<file path="src/rtl/evt_timer_pkg.sv">
package evt_timer_pkg;
  localparam int OFF_CNT_LO = 'h10;
  localparam int OFF_CNT_HI = 'h14;
  localparam int OFF_CMP_LO = 'h18;
  localparam int OFF_CMP_HI = 'h1C;
  localparam int OFF_ARM    = 'h20;
  localparam int OFF_REL    = 'h24;
  localparam int OFF_INT    = 'h44;
  localparam int ARM_LSB    = 6;

  typedef enum logic [1:0] {
    TM_OFF  = 2'b00,
    TM_ONCE = 2'b01,
    TM_LOOP = 2'b10,
    TM_RSVD = 2'b11
  } tmode_e;
endpackage

</file>
<file path="src/rtl/evt_cnt64.sv">
module evt_cnt64 #(
  parameter int HALF_W = 32
) (
  input  logic                  clk,
  input  logic                  rst,
  input  logic [1:0]            rel,
  input  logic                  run,
  input  logic                  hit,
  input  logic                  wrap,
  input  logic [1:0]            wr_half,
  input  logic [HALF_W-1:0]     wdata,
  output logic [2*HALF_W-1:0]   cnt
);
  localparam int CW = 2 * HALF_W;

  logic [HALF_W-1:0] half_q [2];
  logic [CW-1:0]     nxt;

  assign cnt = {half_q[1], half_q[0]};

  always_comb begin
    nxt = cnt;
    if (run) begin
      if (!hit)
        nxt = cnt + CW'(1);
      else if (wrap)
        nxt = '0;
    end
  end

  for (genvar h = 0; h < 2; h++) begin : g_half
    always_ff @(posedge clk) begin
      if (rst || !rel[h])
        half_q[h] <= '0;
      else if (wr_half[h])
        half_q[h] <= wdata;
      else
        half_q[h] <= nxt[h*HALF_W +: HALF_W];
    end
  end

  AST_COUNT_STEP: assert property (@(posedge clk) disable iff (rst)
    (run && !hit && wr_half == 2'b00 && rel == 2'b11) |=> cnt == $past(cnt) + CW'(1));
  AST_PERIODIC_WRAP: assert property (@(posedge clk) disable iff (rst)
    (run && hit && wrap && wr_half == 2'b00 && rel == 2'b11) |=> cnt == '0);
  AST_ONESHOT_HOLD: assert property (@(posedge clk) disable iff (rst)
    (run && hit && !wrap && wr_half == 2'b00 && rel == 2'b11) |=> $stable(cnt));
  AST_LOW_HELD: assert property (@(posedge clk) disable iff (rst)
    !rel[0] |=> half_q[0] == '0);
endmodule

</file>
<file path="src/rtl/evt_cfg.sv">
module evt_cfg
  import evt_timer_pkg::*;
#(
  parameter int HALF_W = 32
) (
  input  logic                 clk,
  input  logic                 rst,
  input  logic                 wr_clo,
  input  logic                 wr_chi,
  input  logic                 wr_arm,
  input  logic                 wr_rel,
  input  logic [HALF_W-1:0]    wdata,
  input  logic [1:0]           arm_in,
  input  logic [1:0]           rel_in,
  input  logic [2*HALF_W-1:0]  cnt,
  output logic [2*HALF_W-1:0]  cmp,
  output tmode_e               mode,
  output logic [1:0]           rel,
  output logic                 run,
  output logic                 hit
);
  always_ff @(posedge clk) begin
    if (rst) begin
      cmp  <= '0;
      mode <= TM_OFF;
      rel  <= 2'b00;
    end else begin
      if (wr_clo) cmp[HALF_W-1:0]        <= wdata;
      if (wr_chi) cmp[2*HALF_W-1:HALF_W] <= wdata;
      if (wr_rel) rel <= rel_in;
      if (wr_arm)
        mode <= tmode_e'(arm_in);
      else if (hit && mode == TM_ONCE)
        mode <= TM_OFF;
    end
  end

  assign run = (mode == TM_ONCE || mode == TM_LOOP) && rel == 2'b11;
  assign hit = run && (cnt == cmp);

  AST_ONESHOT_DISARM: assert property (@(posedge clk) disable iff (rst)
    (hit && mode == TM_ONCE && !wr_arm) |=> mode == TM_OFF);
  AST_ARM_WINS: assert property (@(posedge clk) disable iff (rst)
    wr_arm |=> mode == tmode_e'($past(arm_in)));
  AST_RSVD_IDLE: assert property (@(posedge clk) disable iff (rst)
    (mode == TM_RSVD || mode == TM_OFF) |-> !hit);
endmodule

</file>
<file path="src/rtl/evt_irq.sv">
module evt_irq (
  input  logic clk,
  input  logic rst,
  input  logic hit,
  input  logic wr,
  input  logic en_in,
  input  logic clr_in,
  output logic en,
  output logic flag,
  output logic irq
);
  always_ff @(posedge clk) begin
    if (rst) begin
      en   <= 1'b0;
      flag <= 1'b0;
    end else begin
      if (wr) en <= en_in;
      if (hit)
        flag <= 1'b1;
      else if (wr && clr_in)
        flag <= 1'b0;
    end
  end

  assign irq = flag & en;

  AST_MATCH_FLAG: assert property (@(posedge clk) disable iff (rst)
    hit |=> flag);
  AST_FLAG_STICKY: assert property (@(posedge clk) disable iff (rst)
    (flag && !(wr && clr_in)) |=> flag);
  AST_FLAG_CLEAR: assert property (@(posedge clk) disable iff (rst)
    (wr && clr_in && !hit) |=> !flag);
endmodule

</file>
<file path="src/rtl/evt_timer64.sv">
module evt_timer64
  import evt_timer_pkg::*;
#(
  parameter int ADDR_W = 8,
  parameter int DATA_W = 32
) (
  input  logic              clk,
  input  logic              rst,
  input  logic [ADDR_W-1:0] bus_addr,
  input  logic              bus_we,
  input  logic [DATA_W-1:0] bus_wdata,
  output logic [DATA_W-1:0] bus_rdata,
  output logic              irq
);
  localparam int CW = 2 * DATA_W;

  logic sel_clo, sel_chi, sel_plo, sel_phi, sel_arm, sel_rel, sel_int;
  logic [CW-1:0] cnt, cmp;
  tmode_e        mode;
  logic [1:0]    rel;
  logic          run, hit, en, flag;

  assign sel_clo = bus_addr == ADDR_W'(OFF_CNT_LO);
  assign sel_chi = bus_addr == ADDR_W'(OFF_CNT_HI);
  assign sel_plo = bus_addr == ADDR_W'(OFF_CMP_LO);
  assign sel_phi = bus_addr == ADDR_W'(OFF_CMP_HI);
  assign sel_arm = bus_addr == ADDR_W'(OFF_ARM);
  assign sel_rel = bus_addr == ADDR_W'(OFF_REL);
  assign sel_int = bus_addr == ADDR_W'(OFF_INT);

  evt_cfg #(.HALF_W(DATA_W)) u_cfg (
    .clk    (clk),
    .rst    (rst),
    .wr_clo (bus_we && sel_plo),
    .wr_chi (bus_we && sel_phi),
    .wr_arm (bus_we && sel_arm),
    .wr_rel (bus_we && sel_rel),
    .wdata  (bus_wdata),
    .arm_in (bus_wdata[ARM_LSB +: 2]),
    .rel_in (bus_wdata[1:0]),
    .cnt    (cnt),
    .cmp    (cmp),
    .mode   (mode),
    .rel    (rel),
    .run    (run),
    .hit    (hit)
  );

  evt_cnt64 #(.HALF_W(DATA_W)) u_cnt (
    .clk     (clk),
    .rst     (rst),
    .rel     (rel),
    .run     (run),
    .hit     (hit),
    .wrap    (mode == TM_LOOP),
    .wr_half ({bus_we && sel_chi, bus_we && sel_clo}),
    .wdata   (bus_wdata),
    .cnt     (cnt)
  );

  evt_irq u_irq (
    .clk    (clk),
    .rst    (rst),
    .hit    (hit),
    .wr     (bus_we && sel_int),
    .en_in  (bus_wdata[0]),
    .clr_in (bus_wdata[1]),
    .en     (en),
    .flag   (flag),
    .irq    (irq)
  );

  always_comb begin
    bus_rdata = '0;
    unique case (1'b1)
      sel_clo: bus_rdata = cnt[DATA_W-1:0];
      sel_chi: bus_rdata = cnt[CW-1:DATA_W];
      sel_plo: bus_rdata = cmp[DATA_W-1:0];
      sel_phi: bus_rdata = cmp[CW-1:DATA_W];
      sel_arm: bus_rdata[ARM_LSB +: 2] = mode;
      sel_rel: bus_rdata[1:0] = rel;
      sel_int: bus_rdata[1:0] = {flag, en};
      default: bus_rdata = '0;
    endcase
  end

  AST_IRQ_NEEDS_FLAG: assert property (@(posedge clk) disable iff (rst)
    (!flag && !hit) |=> !irq);
endmodule

</file>
<file path="config.mk">
export PLATFORM = sky130hd
export DESIGN_NAME = evt_timer64
export DESIGN_NICKNAME = d
export VERILOG_FILES = /design/src/rtl/evt_timer_pkg.sv /design/src/rtl/evt_cnt64.sv /design/src/rtl/evt_cfg.sv /design/src/rtl/evt_irq.sv /design/src/rtl/evt_timer64.sv
export SDC_FILE = /design/constraint.sdc
export NUM_CORES = 1
export LEC_CHECK = 0
export BUFFER_PORTS_ARGS = -buffer_cell sky130_fd_sc_hd__buf_2
export CORE_UTILIZATION = 55
export CTS_BUF_LIST = sky130_fd_sc_hd__clkbuf_8
export DETAILED_ROUTE_END_ITERATION = 16
export PLACE_DENSITY = 0.75
export SYNTH_ARGS = -nofsm -noshare
export SYNTH_HDL_FRONTEND = slang
export SYNTH_SLANG_ARGS = --single-unit
</file>
<file path="constraint.sdc">
create_clock -name clk -period 3.3 [get_ports clk]
set_input_delay 0.33 -clock clk [delete_from_list [all_inputs] [get_ports clk]]
set_output_delay 0.33 -clock clk [all_outputs]
set_load 0.02 [all_outputs]
</file>
==> flow_summary_export.csv, run 1 <==
group,metric,value,unit
status,outcome,"finished, final reports clean",
routing,vias_per_cell,6.32,
timing,worst_slack,0.444,ns
setup_path,crit_path_start_kind,"flip-flop",
synth,ys_types,45,
setup_path,cpPeakStageDelay,0.57,ns
finish,final_nets,1063,
clock_tree,clkTransAtPathRegs,0.08,ns
finish,drive_gt1_frac,0.149,
floorplanning,core_area,14500,sq um
pwr,irDropWorstVdd,0.321,mV
synth,synthCells,965,
synth,synthFlopType,"dfxtp_1",
setup_path,slowest_stage,"and4_1",
timing,maxSlewHeadroom,0.552,
setup_path,crit_start,"u_cnt.half_q[0][0]$_DFFE_PP_",
timing,fin_skew,0.0123,ns
floorplanning,num_rows,44,
synth,syn_nets,1011,
global_routing,grt-ovfl-total,0,
synth,seq_area_frac_synth,0.408,
clock_tree,post_cts_resized,0,
placement,dpl_cell_area,8670,sq um
setup_path,worstReg2RegStart,"u_cnt.half_q[0][0]$_DFFE_PP_",
timing,clock.fmax,350,MHz
setup_path,worst_ep_required_time,3.50,ns
setup_path,crit_path_frequent_cell,"and4_1",
timing,setup_tns,0,ns
finish,postLayoutCellArea,9050,sq um
routing,drtIter0Drc,931,
timing,period_minus_slack,2.86,ns
global_routing,met2_usage,0.538,
synth,synth_edf_count,64,
timing,grt_setup_unrepaired,"false",
synth,ys_ff_latch,134,
clock_tree,cts_root_buffer,"clkbuf_8",
floorplanning,initial_core_util,0.563,
global_routing,grt_pass1_wl,39700,microns
global_routing,grtUsageTotal,0.354,
routing,wire_per_inst,21.2,microns
routing,wirelength,25700,microns
synth,avgSynthCellArea,8.44,sq um
timing,setup_viol,0,
pwr,p_total,3.21,mW
setup_path,rrSetupSlack,0.44,ns
finish,syn2layout_area_growth,11.1,%
placement,dp.final_hpwl,18200,microns
clock_tree,cts_num_sinks,134,
timing,post-route-period-util,0.865,
clock_tree,clock_latency,0.46,ns
routing,first_pass_iters,11,
pwr,p_per_area,355,nW/um^2
floorplanning,die_y,124,microns
synth,ys_async_sr_fraction,0,
finish,antenna_cells,0,
floorplanning,die_x,124,microns
setup_path,crit_chain,"ha_1 -> and4_1 -> and3_1 -> and4_1 -> nand3_1 -> xnor2_1 -> o21ai_0",
clock_tree,cts_setup_buffers,0,
setup_path,cp-end-kind,"flip-flop",
hold_path,hp-start,"bus_wdata[25]",
global_routing,met1_usage,0.488,
placement,dp.cells,1182,
global_routing,grt_max_degree,44,
finish,fin_util,0.625,
floorplanning,dieArea,15300,sq um
finish,instances_no_fill,1214,
hold_path,hp-class,"input port to flip-flop",
routing,drc,0,
routing,ant_nets,0,
pwr,p_leak,3.13,nW
setup_path,crit_arrival,3.06,ns
clock_tree,cts.path.max_buffers,2,
clock_tree,cts_tree,"yes",
synth,yosysWarnings,0,
setup_path,crit_path_max_fanout,10,
timing,holdWs,0.134,ns
setup_path,worstSetupPathType,"flip-flop to flip-flop",
placement,portBuffers,75,
global_routing,grtUsageMet3,0.0742,
routing,vias,7671,
placement,gp_congestion,0.989,
clock_tree,cts_buffers,17,
placement,post-place-ws,0.588,ns
global_routing,busiest_layer,"met2",
synth,syn_area,8150,sq um
timing,slew_viol_final,0,
finish,nFillCells,1326,
global_routing,grt_pass1_vias,6988,
floorplanning,pin_count,76,
timing,tightest_slew,0.666,ns
run,drv_cap,0,
timing,hold_viol,0,
clock_tree,ctsHtreeMaxLevel,4,
clock_tree,cts_hold_buf,0,
global_routing,antenna_found_initial,0,
## layout by cell type, fill, tap and decap left out, types with 4 or more instances in the layout
cell / count
nor2_1: 18
nor3_1: 8
a21oi_1: 70
inv_4: 4
clkbuf_8: 17
dfxtp_1: 70
xor2_1: 29
buf_2: 75
nor4_1: 12
buf_4: 31
mux2i_1: 29
xnor2_1: 97
nand3_1: 31
and4_1: 10
and2_1: 8
and3_1: 13
inv_1: 10
edfxtp_1: 64
a32oi_1: 4
o21ai_1: 12
nand4_1: 32
o21ai_0: 79
a22oi_1: 34
nand2_1: 229
## path summary, 6_finish.rpt
| check | to | cells past startpoint |
|---|---|---|
| max | u_cnt.half_q[1][12]$_SDFFCE_PP0P_ | 7 |
| min | u_cfg.cmp[25]$_SDFFE_PP0P_ | 3 |
| max reg2reg | u_cnt.half_q[1][12]$_SDFFCE_PP0P_ | 7 |
| min reg2reg | u_cfg.cmp[50]$_SDFFE_PP0P_ | 2 |
## area by class of cell
type / count / area [sq um] / area share
inverter: 9 / 33.8 / 0.00373
timing repair buffer: 106 / 608 / 0.0672
clock inverter: 15 / 151 / 0.0167
multi-input combinational: 749 / 4470 / 0.494
sequential: 134 / 3320 / 0.367
tap: 184 / 230 / 0.0254
clock buffer: 17 / 234 / 0.0258
## sequential cells by signal, summed over array words and instances, names as in the netlist
signal	cells
u_cnt.half_q	64
u_irq.flag	1
u_cfg.rel	2
u_cfg.cmp	64
u_cfg.mode	2
u_irq.en	1
## critical path: cells and delay by family, from the launching register on
family	cells	cell delay, ns
DFF	1	0.42
and+or+nand+nor	4	1.59
AOI/OAI and AO/OA	1	0.09
xor gates and xnor gates	1	0.20
adders and majority gates	1	0.28
## cells in the mapped netlist (2+ instances only)
cell      number  area (sq um)
nand2_1      229           860
xnor2_1       97           850
o21ai_0       80           400
a21oi_1       70           350
dfxtp_1       70          1400
edfxtp_1      64          1920
clkbuf_1      40           150
a22oi_1       34           255
nand4_1       32           200
nand3_1       31           155
mux2i_1       29           290
xor2_1        29           254
buf_2         22           110
nor2_1        18          67.6
and3_1        13          81.3
o21ai_1       13          65.1
nor4_1        12          75.1
and4_1        10          87.6
inv_1          9          33.8
and2_1         8          50.1
nor3_1         8          40.0
a32oi_1        4          35.0
clkbuf_2       4          20.0
buf_1          3          11.3
buf_4          3          22.5
ha_1           3          37.5
nand2b_1       3          18.8
nor4_4         3          63.8
a32o_1         2          20.0
and4_4         2          22.5
nand3b_1       2          15.0
nand4_4        2          42.5
nor2_2         2          12.5
nor2b_1        2          12.5
nor4b_1        2          17.5
## where the power goes
group / switching (mW) / internal (mW)
Sequential: 0.00212 / 1.72
Combinational: 0.0743 / 0.0356
Clock: 0.702 / 0.676
## routing by layer
layer | vias up | routed length [microns]
li1 | 3484 | -
met1 | 3629 | 10600
met2 | 486 | 11500
met3 | 72 | 2700
met4 | 0 | 960
met5 | - | 0
## cell families (layout without fill, tap and decap cells)
family | Yosys count | count (layout) | synth area share
xor gates and xnor gates | 126 | 126 | 0.135
DFF | 134 | 134 | 0.408
and+or+nand+nor | 386 | 386 | 0.232
AOI/OAI and AO/OA | 205 | 205 | 0.140
buffers and inverters | 82 | 147 | 0.0441
adders and majority gates | 3 | 3 | 0.00461
muxes | 29 | 29 | 0.0356
No activity file was read; power rests on OpenSTA's default activity.
==> run 2, diff against run 1 <==
--- a/config.mk
+++ b/config.mk
@@ -12,4 +12,5 @@
 export PLACE_DENSITY = 0.75
 export SYNTH_ARGS = -nofsm -noshare
 export SYNTH_HDL_FRONTEND = slang
+export SYNTH_HIERARCHICAL = 1
 export SYNTH_SLANG_ARGS = --single-unit
==> run 2 against run 1 <==
Setup slack got worse by 0.25 ns. First-iteration DRC count is 2.5% lower. Clock skew is 0.0098 ns higher. Critical endpoint is now u_cnt/half_q[0][17]$_DFFE_PP_. Combinational power grew 10%. Cell area grew 1.2%. Critical path type unchanged. Clock-buffer cell count did not move. Sequential share of layout area fell by 0.45 points. Via count shrank 5.3%.
==> flow_summary_export.csv, run 2 <==
group,metric,value,unit
timing,period_minus_slack,3.11,ns
synth,synth_edf_count,64,
finish,final_nets,998,
setup_path,worst_ep_required_time,3.49,ns
setup_path,crit_path_start_kind,"flip-flop",
clock_tree,clkTransAtPathRegs,0.08,ns
setup_path,rrSetupSlack,0.19,ns
routing,drtIter0Drc,908,
clock_tree,ctsHtreeMaxLevel,4,
floorplanning,die_y,123,microns
synth,ys_top_cells_by_count,"100 x xor2_1, 93 x nor2_1, 90 x nand2_1",
hold_path,hp-class,"input port to flip-flop",
timing,worst_slack,0.191,ns
setup_path,crit_arrival,3.30,ns
routing,ant_nets,0,
global_routing,grtUsageTotal,0.341,
setup_path,worstSetupPathType,"flip-flop to flip-flop",
clock_tree,post_cts_resized,0,
routing,first_pass_iters,5,
routing,drc,0,
clock_tree,cts_hold_buf,0,
global_routing,grt_pass1_vias,6733,
synth,avgSynthCellArea,9.29,sq um
timing,setup_tns,0,ns
timing,grt_setup_unrepaired,"false",
finish,layout_commonest_cell,"xor2_1",
pwr,p_leak,3.60,nW
floorplanning,initial_core_util,0.560,
timing,fin_skew,0.0221,ns
finish,drive_gt1_frac,0.164,
global_routing,grt_pass1_wl,38100,microns
floorplanning,core_area,14500,sq um
synth,syn_area,8110,sq um
timing,setup_viol,0,
pwr,p_per_area,361,nW/um^2
timing,holdWs,0.136,ns
floorplanning,die_x,123,microns
run,drv_cap,0,
synth,synthCells,873,
clock_tree,cts_setup_buffers,0,
finish,seq_area,3320,sq um
synth,synth_area_leaders,"edfxtp_1 24%, dfxtp_1 17%, xor2_1 11%",
finish,nFillCells,1246,
pwr,irDropWorstVdd,0.336,mV
routing,vias,7265,
status,outcome,"finished, final reports clean",
timing,tightest_slew,0.719,ns
placement,gp_congestion,0.937,
timing,post-route-period-util,0.942,
clock_tree,clock_latency,0.48,ns
synth,synth_area_leader_cell,"edfxtp_1",
placement,post-place-ws,0.353,ns
floorplanning,pin_count,76,
finish,mostFrequentLayoutCells,"100 x xor2_1, 91 x nor2_1, 90 x nand2_1",
placement,portBuffers,75,
global_routing,grt_max_degree,68,
clock_tree,cts_tree,"yes",
clock_tree,cts_buffers,17,
setup_path,cp-end-kind,"flip-flop",
synth,ys_async_sr_fraction,0,
finish,antenna_cells,0,
finish,multi_input_area,4540,sq um
routing,wirelength,25100,microns
routing,vias_per_cell,6.32,
setup_path,crit_path_max_fanout,21,
synth,synth.most_common_cell,"xor2_1",
timing,slew_viol_final,0,
floorplanning,dieArea,15200,sq um
synth,yosysWarnings,6,
synth,ys_ff_latch,134,
finish,syn2layout_area_growth,13.0,%
routing,wire_per_inst,21.8,microns
clock_tree,cts_num_sinks,134,
placement,dp.final_hpwl,17800,microns
global_routing,antenna_found_initial,0,
synth,ys_types,51,
global_routing,grt-ovfl-total,0,
synth,seq_area_frac_synth,0.410,
timing,hold_viol,0,
timing,maxSlewHeadroom,0.521,
timing,clock.fmax,322,MHz
synth,synthFlopType,"dfxtp_1",
synth,synthDominantCellAreaShare,0.237,
synth,syn_nets,918,
clock_tree,cts_root_buffer,"clkbuf_8",
floorplanning,num_rows,44,
clock_tree,cts.path.max_buffers,2,
finish,largestRegisters,"u_cfg/cmp (64), u_cnt/half_q (64)",
run 2: cell count changes in the layout (fill, tap and decap cells not counted), sizes merged, moves of 11 or more:
cell and delta:
a21oi -70, a22oi +11, mux2i +55, nand2 -139, nand4 -13, nor2 +75
xnor2 -71, xor2 +71
run 2: layer usage:
layer / vias to the layer above / track usage / routed length (microns)
li1: 3309 / - / -
met1: 3444 / 0.444 / 10200
met2: 459 / 0.539 / 11600
met3: 53 / 0.0927 / 2650
met4: 0 / 0.129 / 643
met5: - / 0 / 0
run 2: cells by family (layout without fill, tap and decap cells):
kind of cell,after synthesis,in the layout,share of synthesized area
mux,85,85,0.106
simple gates,316,316,0.198
fa+ha+maj,2,2,0.00308
flops,134,134,0.410
compound gates,151,151,0.113
xor+xnor,126,126,0.136
buf+inv,59,152,0.0336
run 2: per-stage QoR:
stage	util	area (sq um)	std cells	total power, mW
6_report	0.633	9170	1150	3.31
5_1_grt	0.633	9170	1150	3.40
4_1_cts	0.633	9170	1150	3.31
3_5_place_dp	0.605	8760	1118	1.88
3_3_place_gp	0.605	8760	1118	1.88
2_1_floorplan	-	8110	873	1.81
run 2: layout make-up:
cell class                      count  area share
Sequential cell                   134       0.363
Tap cell                          184      0.0251
Clock buffer                       17      0.0255
Inverter                           14     0.00573
Multi-Input combinational cell    680       0.495
Timing Repair Buffer              106      0.0663
Clock inverter                     15      0.0192
run 2: power breakdown:
group / total [mW] / switching (mW) / internal [mW]
combinational: 0.121 / 0.0834 / 0.0381
sequential: 1.73 / 0.00209 / 1.72
clock: 1.46 / 0.710 / 0.751
run 2: worst paths after layout:
check	start	end	depth (start not counted)
worst max-delay path	u_cnt/half_q[1][0]$_SDFFCE_PN0P_	u_cnt/half_q[0][17]$_DFFE_PP_	9
worst min-delay path	rst	u_irq/flag$_SDFFE_PP0P_	2
worst max register to register	u_cnt/half_q[1][0]$_SDFFCE_PN0P_	u_cnt/half_q[0][17]$_DFFE_PP_	9
worst min register to register	u_cfg/cmp[26]$_SDFFE_PP0P_	u_cfg/cmp[26]$_SDFFE_PP0P_	2
run 2: critical path: stages (launching register included):
cell and delay [ns]:
edfxtp_1 0.51, xor2_1 0.24, nor4_1 0.54, nand4_1 0.24, nor4_2 0.36, and2_1 0.23, inv_1 0.11, o21ai_0 0.23
nand2_1 0.10, buf_4 0.27
==> run 3, diff against run 2 <==
--- a/config.mk
+++ b/config.mk
@@ -6,10 +6,11 @@
 export NUM_CORES = 1
 export LEC_CHECK = 0
 export BUFFER_PORTS_ARGS = -buffer_cell sky130_fd_sc_hd__buf_2
-export CORE_UTILIZATION = 55
+export CORE_UTILIZATION = 50
 export CTS_BUF_LIST = sky130_fd_sc_hd__clkbuf_8
 export DETAILED_ROUTE_END_ITERATION = 16
-export PLACE_DENSITY = 0.75
+export PLACE_DENSITY = 0.69
+export SLEW_MARGIN = 15
 export SYNTH_ARGS = -nofsm -noshare
 export SYNTH_HDL_FRONTEND = slang
 export SYNTH_HIERARCHICAL = 1
==> run 3 against run 2 <==
Non-clock buffer count unchanged. Fmax rose by 1.6%. Cell area is 1.2% higher. Clock-buffer cell count rose by 1. Utilization decreased by 4.9 points. Clock skew fell by 0.011 ns. Clock power rose by 14%. Largest power group unchanged. Highest routed layer unchanged.
==> flow_summary_export.csv, run 3 (synthesis results as in run 2) <==
group,metric,value,unit
status,outcome,"finished, final reports clean",
finish,layout_commonest_cell,"xor2_1",
setup_path,cpPeakStageDelay,0.51,ns
timing,grt_setup_unrepaired,"false",
timing,clock.fmax,327,MHz
setup_path,slowest_stage,"nor4_1",
setup_path,crit_path_start_kind,"flip-flop",
setup_path,crit_family,"simple AND/OR/NAND/NOR gates",
clock_tree,cts_setup_buffers,0,
clock_tree,cts_hold_buf,0,
clock_tree,ctsHtreeMaxLevel,4,
global_routing,grtUsageTotal,0.320,
routing,vias,7221,
routing,highest_layer,"met4",
clock_tree,post_cts_resized,0,
routing,drtIter0Drc,817,
floorplanning,pin_count,76,
routing,wl_met3,2160,microns
clock_tree,cts_buffers,17,
floorplanning,initial_core_util,0.511,
global_routing,antenna_found_initial,0,
timing,setup_tns,0,ns
clock_tree,clock_latency,0.46,ns
pwr,irDropWorstVdd,0.374,mV
finish,largestRegisters,"u_cfg/cmp (64), u_cnt/half_q (64)",
clock_tree,cts_num_sinks,134,
timing,worst_slack,0.240,ns
routing,wl_met1,11300,microns
pwr,p_per_area,379,nW/um^2
timing,post-route-period-util,0.927,
setup_path,cp-end-kind,"flip-flop",
clock_tree,cts.path.max_buffers,2,
setup_path,worstSetupPathType,"flip-flop to flip-flop",
finish,drive_gt1_frac,0.164,
timing,hold_viol,0,
floorplanning,num_rows,46,
routing,wire_per_inst,21.8,microns
setup_path,worst_ep_required_time,3.46,ns
routing,ant_nets,0,
timing,maxSlewHeadroom,0.525,
floorplanning,die_y,129,microns
placement,dp.final_hpwl,18400,microns
clock_tree,clkTransAtPathRegs,0.08,ns
setup_path,crit_chain,"xor2_1 -> nor4_1 -> nand4_1 -> nor4_2 -> and2_1 -> inv_1 -> o21ai_0 -> nand2_1 -> buf_4",
timing,fin_skew,0.0113,ns
finish,syn2layout_area_growth,14.4,%
hold_path,hp-class,"input port to flip-flop",
global_routing,grt-ovfl-total,0,
finish,final_nets,998,
setup_path,crit_arrival,3.22,ns
floorplanning,core_area,15900,sq um
clock_tree,cts_tree,"yes",
global_routing,grt_max_degree,66,
placement,post-place-ws,0.206,ns
pwr,p_leak,3.64,nW
finish,antenna_cells,0,
floorplanning,dieArea,16700,sq um
routing,wirelength,25800,microns
finish,nFillCells,1451,
floorplanning,die_x,129,microns
timing,period_minus_slack,3.06,ns
finish,mostFrequentLayoutCells,"100 x xor2_1, 91 x nor2_1, 90 x nand2_1",
timing,slew_viol_final,0,
global_routing,grt_pass1_wl,39300,microns
routing,vias_per_cell,6.11,
setup_path,crit_path_max_fanout,32,
routing,drc,0,
timing,setup_viol,0,
timing,tightest_slew,0.712,ns
setup_path,crit_buf_inv,2,
clock_tree,cts_root_buffer,"clkbuf_8",
global_routing,grt_pass1_vias,6707,
routing,dr_wl_met2,11700,microns
placement,portBuffers,75,
placement,gp_congestion,1.02,
routing,first_pass_iters,6,
run,drv_cap,0,
-- run 3: cell types whose count changed in the layout (fill, tap and decap cells not counted) --
cell       before  now
bufinv_16       3    6
inv_4           4    1
clkinv_4        4    2
clkbuf_8       17   18
clkinv_2        2    3
inv_1          14   15
inv_6           1    0
nor4_1         18   17
nor4_2          1    2
-- run 3: final cells by class --
class                      instances  area, sq um  area share
multi-input combinational        680         4550       0.490
sequential                       134         3320       0.358
timing repair buffer             106          608      0.0655
tap                              216          270      0.0291
clock buffer                      18          248      0.0267
clock inverter                    14          230      0.0248
inverter                          14         52.6     0.00566
-- run 3: worst paths after layout --
kind                            depth (start not counted)                           endpoint  slack, ns                             start
worst max-delay path                                    9  u_cnt/half_q[1][17]$_SDFFCE_PN0P_       0.24  u_cnt/half_q[1][0]$_SDFFCE_PN0P_
worst min-delay path                                    3         u_cfg/cmp[20]$_SDFFE_PP0P_       0.16                     bus_wdata[20]
worst max register to register                          9  u_cnt/half_q[1][17]$_SDFFCE_PN0P_       0.24  u_cnt/half_q[1][0]$_SDFFCE_PN0P_
worst min register to register                          2         u_cfg/cmp[52]$_SDFFE_PP0P_       0.55        u_cfg/cmp[52]$_SDFFE_PP0P_
-- run 3: per-stage QoR --
step	hold WS (ns)	util	area, sq um	power [mW]	cells
floorplan	0.402	-	8110	1.81	873
global placement	0.522	0.554	8800	1.88	1150
detailed placement	0.533	0.554	8800	1.88	1150
CTS	0.146	0.584	9270	3.54	1182
global route	0.152	0.584	9280	3.62	1182
finish	0.161	0.584	9280	3.52	1182
-- run 3: metal layers --
layer  GRT usage  up-vias
met3      0.0685       44
met5           0        -
met1       0.437     3495
met2       0.498      374
met4       0.117        0
li1            -     3308
-- run 3: report_power, final --
part           switching, mW  internal (mW)
Clock                  0.680          0.991
Combinational         0.0837         0.0381
Sequential           0.00208           1.72
Total                  0.766           2.75
-- run 3: worst reg2reg max path: stages (launching register included) --
cell	delay [ns]
edfxtp_1	0.50
xor2_1	0.24
nor4_1	0.51
nand4_1	0.23
nor4_2	0.33
and2_1	0.24
inv_1	0.11
o21ai_0	0.22
nand2_1	0.07
buf_4	0.29
